## config.mk

```make
export PLATFORM = sky130hd
export DESIGN_NAME = strike2_wdog
export DESIGN_NICKNAME = d
export VERILOG_FILES = /design/src/rtl/strike2_pkg.sv /design/src/rtl/strike2_regs.sv /design/src/rtl/strike2_count.sv /design/src/rtl/strike2_flag.sv /design/src/rtl/strike2_wdog.sv
export SDC_FILE = /design/constraint.sdc
export NUM_CORES = 1
export LEC_CHECK = 0
export BUFFER_PORTS_ARGS = -buffer_cell sky130_fd_sc_hd__buf_4
export CAP_MARGIN = 20
export CORE_ASPECT_RATIO = 1.25
export CORE_MARGIN = 4
export CORE_UTILIZATION = 32
export DETAILED_ROUTE_END_ITERATION = 12
export PLACE_DENSITY = 0.65
export SKIP_LAST_GASP = 1
export SLEW_MARGIN = 10
export SYNTH_ARGS = -nofsm -noshare
export SYNTH_HDL_FRONTEND = slang
export SYNTH_SLANG_ARGS = --single-unit
```

## constraint.sdc

```tcl
create_clock -name clk_i -period 3.2 [get_ports clk_i]
set_clock_uncertainty 0.05 [all_clocks]
set_input_delay 0.32 -clock clk_i [delete_from_list [all_inputs] [get_ports clk_i]]
set_output_delay 0.32 -clock clk_i [all_outputs]
set_load 0.02 [all_outputs]
```

## src/rtl/strike2_pkg.sv

```systemverilog
package strike2_pkg;
  // Bit positions that software depends on
  localparam int unsigned FLAG_BIT    = 3;
  localparam int unsigned SMI_CLR_BIT = 13;
  // Default register offsets
  localparam logic [7:0] SMI_OFS_DEF  = 8'h30;
  localparam logic [7:0] STAT_OFS_DEF = 8'h64;

  typedef enum logic [1:0] {
    SEL_NONE = 2'd0,
    SEL_SMI  = 2'd1,
    SEL_STAT = 2'd2
  } reg_sel_e;
endpackage

```

## src/rtl/strike2_regs.sv

```systemverilog
module strike2_regs
  import strike2_pkg::*;
#(
  parameter int unsigned ADDR_W = 8,
  parameter int unsigned DATA_W = 32,
  parameter logic [ADDR_W-1:0] SMI_OFS  = ADDR_W'(SMI_OFS_DEF),
  parameter logic [ADDR_W-1:0] STAT_OFS = ADDR_W'(STAT_OFS_DEF)
) (
  input  logic              clk_i,
  input  logic              rst_ni,
  input  logic              wr_i,
  input  logic [ADDR_W-1:0] addr_i,
  input  logic [DATA_W-1:0] wdata_i,
  input  logic              flag_i,
  output logic              smi_clr_en_o,
  output logic              flag_clr_o,
  output logic [DATA_W-1:0] rdata_o
);
  reg_sel_e sel;
  logic     smi_q, smi_d, smi_we;
  logic     unused_wdata;

  assign unused_wdata = ^wdata_i;

  always_comb begin
    sel = SEL_NONE;
    if (addr_i == SMI_OFS)       sel = SEL_SMI;
    else if (addr_i == STAT_OFS) sel = SEL_STAT;
  end

  // Next state of the firmware-clear enable
  always_comb begin
    smi_we = wr_i && (sel == SEL_SMI);
    smi_d  = wdata_i[SMI_CLR_BIT];
  end

  always_ff @(posedge clk_i or negedge rst_ni) begin
    if (!rst_ni)     smi_q <= 1'b1;
    else if (smi_we) smi_q <= smi_d;
  end

  assign smi_clr_en_o = smi_q;
  assign flag_clr_o   = wr_i && (sel == SEL_STAT) && wdata_i[FLAG_BIT];

  always_comb begin
    rdata_o = '0;
    case (sel)
      SEL_SMI:  rdata_o[SMI_CLR_BIT] = smi_q;
      SEL_STAT: rdata_o[FLAG_BIT]    = flag_i;
      default:  rdata_o = '0;
    endcase
  end
endmodule

```

## src/rtl/strike2_count.sv

```systemverilog
module strike2_count #(
  parameter int unsigned CNT_W = 8
) (
  input  logic             clk_i,
  input  logic             rst_ni,
  input  logic             tick_i,
  input  logic             kick_i,
  input  logic             restart_i,
  input  logic [CNT_W-1:0] load_i,
  output logic             expire_o,
  output logic [CNT_W-1:0] count_o
);
  logic [CNT_W-1:0] count_q, count_d;
  logic             at_end, cnt_en;

  assign at_end   = (count_q <= CNT_W'(1));
  assign expire_o = tick_i && !kick_i && at_end;

  always_comb begin
    count_d = count_q;
    cnt_en  = restart_i || kick_i || tick_i;
    if (restart_i)   count_d = '0;
    else if (kick_i) count_d = load_i;
    else if (tick_i) count_d = at_end ? load_i : (count_q - CNT_W'(1));
  end

  always_ff @(posedge clk_i or negedge rst_ni) begin
    if (!rst_ni)     count_q <= '0;
    else if (cnt_en) count_q <= count_d;
  end

  assign count_o = count_q;
endmodule

```

## src/rtl/strike2_flag.sv

```systemverilog
module strike2_flag (
  input  logic clk_i,
  input  logic rst_ni,
  input  logic tick_i,
  input  logic expire_i,
  input  logic smi_clr_en_i,
  input  logic flag_clr_i,
  output logic flag_o,
  output logic reboot_now_o,
  output logic reboot_o
);
  logic flag_q, flag_d, flag_eff, fire;
  logic reboot_q;

  always_comb begin
    flag_eff = flag_q && !flag_clr_i;  // software clear applies first
    fire     = 1'b0;
    flag_d   = flag_eff;
    if (expire_i) begin
      if (flag_eff && !smi_clr_en_i) begin
        fire   = 1'b1;
        flag_d = 1'b0;
      end else begin
        flag_d = 1'b1;
      end
    end else if (tick_i && flag_eff && smi_clr_en_i) begin
      flag_d = 1'b0;
    end
  end

  always_ff @(posedge clk_i or negedge rst_ni) begin
    if (!rst_ni) begin
      flag_q   <= 1'b0;
      reboot_q <= 1'b0;
    end else begin
      flag_q   <= flag_d;
      reboot_q <= fire;
    end
  end

  assign flag_o       = flag_q;
  assign reboot_now_o = fire;
  assign reboot_o     = reboot_q;
endmodule

```

## src/rtl/strike2_wdog.sv

```systemverilog
module strike2_wdog
  import strike2_pkg::*;
#(
  parameter int unsigned CNT_W  = 8,
  parameter int unsigned ADDR_W = 8,
  parameter int unsigned DATA_W = 32,
  parameter logic [ADDR_W-1:0] SMI_OFS  = ADDR_W'(SMI_OFS_DEF),
  parameter logic [ADDR_W-1:0] STAT_OFS = ADDR_W'(STAT_OFS_DEF)
) (
  input  logic              clk_i,
  input  logic              rst_ni,
  input  logic              tick_i,
  input  logic              kick_i,
  input  logic [CNT_W-1:0]  timeout_i,
  input  logic              reg_wr_i,
  input  logic [ADDR_W-1:0] reg_addr_i,
  input  logic [DATA_W-1:0] reg_wdata_i,
  output logic [DATA_W-1:0] reg_rdata_o,
  output logic              reboot_o
);
  logic             flag_q, smi_clr_en, flag_clr;
  logic             expire, reboot_now;
  logic [CNT_W-1:0] count_q;
  logic             unused_count;

  assign unused_count = ^count_q;

  strike2_regs #(
    .ADDR_W(ADDR_W), .DATA_W(DATA_W), .SMI_OFS(SMI_OFS), .STAT_OFS(STAT_OFS)
  ) u_regs (
    .clk_i(clk_i), .rst_ni(rst_ni), .wr_i(reg_wr_i), .addr_i(reg_addr_i),
    .wdata_i(reg_wdata_i), .flag_i(flag_q), .smi_clr_en_o(smi_clr_en),
    .flag_clr_o(flag_clr), .rdata_o(reg_rdata_o)
  );

  strike2_count #(.CNT_W(CNT_W)) u_cnt (
    .clk_i(clk_i), .rst_ni(rst_ni), .tick_i(tick_i), .kick_i(kick_i),
    .restart_i(reboot_now), .load_i(timeout_i), .expire_o(expire),
    .count_o(count_q)
  );

  strike2_flag u_flag (
    .clk_i(clk_i), .rst_ni(rst_ni), .tick_i(tick_i), .expire_i(expire),
    .smi_clr_en_i(smi_clr_en), .flag_clr_i(flag_clr), .flag_o(flag_q),
    .reboot_now_o(reboot_now), .reboot_o(reboot_o)
  );
endmodule

```

==> metrics <==
r2r setup slk=1.21 ns; Psw=0.254 mW; synthesized instance count=131; most frequent cells in the layout=conb_1 (30), buf_4 (25), dfrtp_1 (10), nand2_1 (8), nor2_1 (7); relative slew slack=0.606; Yosys top cell area share=0.207; Synth async-reset ratio=1.00; Final Non-Filler Cells=195; max-slew violations=0; VDD IR-drop max=between 0.00015 and 0.0002 V; num rows=24; Netlist cell types=57; Main synth FF type=dfrtp_1; Root Driver=clkbuf_8; IO Pins=86; placer congestion estimate=0.830; 1st-iter DRT viols=23; drt via density=5.04; worst path required time=3.27 ns; commonest non-fill, non-tap cell in the layout=conb_1; synth top area cells=dfrtp_1 (21%), buf_4 (19%), nand2_1 (2.5%); Setup WS post-layout=1.21 ns; share of cells above drive strength 1=0.288; Synth Cell Area=about 1200 sq um; routed len/inst=13.6 um; port bufs=25; Worst Setup EP=u_cnt.count_o[3]; #FFs+latches synth=11; Final setup viols=0; routed vias=about 980; Hold Crit Class=input port to register; grt ovf=0; Die Y=around 77 um; cts repair resizes=0; Clk pwr share=0.234; nets@finish=212; pwr dens=457 nW/um^2; DR WL met3=245 um; Post-synth EDFFs=0; crit path DAT=a little over 2 ns; Avg Cell Area, Syn=9.22 sq um; status=complete, no violations; final hold violation count=0; DPL Wire Length=a little over 2000 um; reg2reg end=u_cnt.count_o[3]; Max Clk Rate=a little over 0.5 GHz; Yosys top cell by area=dfrtp_1; CP endpoint kind=register; Total GRT Usage=0.111; RSZ-0062 raised after global routing=false; wire length on met2=1260 um; vias in the first global route=982; cell-internal power=0.359 mW; final wirelength=2650 um; setup_tns=0 ns; Top Metal Used=met4; area grow syn2layout=11.1%; Worst Setup SP=u_cnt.count_o[0]; synth warn=0; CTS H-tree lvls=1; Period Utilization, post-route=0.621; Static Leak=around 0.63 nW; worst r2r path cells=6; Detail Route Antenna Nets=0; CTS Sinks=11; Metal-1 WL=1130 um; Worst Tran Pin Value=0.590 ns; clk slew on worst S/H paths=about 0.05 ns; Logic pwr share=0.407; Reg-to-Reg Start=u_cnt.count_o[0]; post-synthesis sequential area ratio=0.229; CTS Buf Count=3; Net Sw Frac=0.414; count of maximum capacitance violations=0; Critical Path Fanout Max=12; pin count of the biggest net entering global routing=14; Flop pwr share=0.359; die width=62.9 um; initial antenna violation count=0; DRC=0; Starting Density=0.338; TritonRoute pass-1 iters=4; core footprint=3570 sq um; CP startpoint kind=register; fin crit period=about 2 ns; insertion delay to the later sink of the worst-skew pair=around 0.24 ns; Clock Tree Buf Depth=2; die area=4830 sq um; worst slack, placed=1.21 ns; first-pass GRT wire length=4440 um; Setup CP Type=register to register; ant diodes=0; CTS tree=done; Cells after DPL=190
logic make-up after synthesis:
logic type / count (synthesis) / synth area share
adders and majority gates: 2 / 0.0207
DFF: 11 / 0.229
xor gates and xnor gates: 1 / 0.00726
muxes: 3 / 0.0259
other: 1 / 0.00311
buffers and inverters: 40 / 0.239
AOI/OAI and AO/OA: 31 / 0.227
and+or+nand+nor: 42 / 0.248
critical path, cell delays in order, from the launching register on:
cell and delay, ns:
dfrtp_1 0.47, inv_1 0.10, ha_1 0.25, o21ba_2 0.32, a31oi_2 0.31, nor3b_1 0.29, o31ai_2 0.08
what timing repair did:
| item | CTS | global route |
|---|---|---|
| hold endpoints to repair | 10 | 0 |
| hold buffers | 1 | 0 |
| buffers inserted | 0 | 0 |
| setup endpoints to repair | 0 | 0 |
synth_stat cells, drive strengths merged (2+ instances only):
master and number:
buf 34, dfrtp 10, nand2 8, nor2 8
inv 6, o21ai 5, nand4 4, a21oi 3
a31oi 3, nand3 3, a41o 2, a41oi 2
and2 2, ha 2, mux2i 2, nor3 2
nor3b 2, nor4b 2, o211ai 2, o31ai 2
area by class of cell:
cell class	instances	area, sq um
Clock buffer	4	45.0
Fill cell	377	2230
Inverter	6	22.5
Multi-Input combinational cell	109	751
Sequential cell	11	277
Tap cell	39	48.8
Timing Repair Buffer	26	198
flip-flops by register name, summed over array words and instances (netlist names):
register / flops
u_flag.reboot_o: 1
u_regs.smi_clr_en_o: 1
u_flag.flag_o: 1
u_cnt.count_o: 8
power by group through the flow:
stage | clock network, mW | logic [mW] | registers (mW)
4_1_cts | 0.147 | 0.251 | 0.219
3_5_place_dp | 0 | 0.249 | 0.221
6_report | 0.144 | 0.250 | 0.220
2_1_floorplan | 0 | 0.238 | 0.203
3_3_place_gp | 0 | 0.245 | 0.220
5_1_grt | 0.153 | 0.281 | 0.225
worst min-delay path by stage:
stage | start | cells past startpoint | end | slack (ns)
3_5_place_dp | rst_ni | 1 | u_flag.reboot_o | 0.12
2_1_floorplan | rst_ni | 0 | u_cnt.count_o[0] | -0.03
6_report | timeout_i[4] | 3 | u_cnt.count_o[4] | 0.26
5_1_grt | reg_wdata_i[13] | 2 | u_regs.smi_clr_en_o | 0.27
4_1_cts | reg_wdata_i[13] | 2 | u_regs.smi_clr_en_o | 0.26
3_3_place_gp | rst_ni | 1 | u_flag.reboot_o | 0.12
per-stage QoR:
| step | power (mW) | hold slack [ns] | cell area [sq um] | util |
|---|---|---|---|---|
| floorplan | 0.441 | -0.0256 | 1320 | - |
| global placement | 0.465 | 0.117 | 1290 | 0.360 |
| detailed placement | 0.470 | 0.118 | 1290 | 0.360 |
| CTS | 0.617 | 0.263 | 1340 | 0.375 |
| global route | 0.659 | 0.265 | 1340 | 0.375 |
| finish | 0.613 | 0.260 | 1340 | 0.375 |
metal layers:
| metal | global-route usage | vias up |
|---|---|---|
| met5 | 0 | - |
| met4 | 0.0331 | 0 |
| met3 | 0.0278 | 3 |
| met2 | 0.191 | 47 |
| met1 | 0.135 | 458 |
| li1 | - | 474 |
Power figures use the tool's default switching activity.
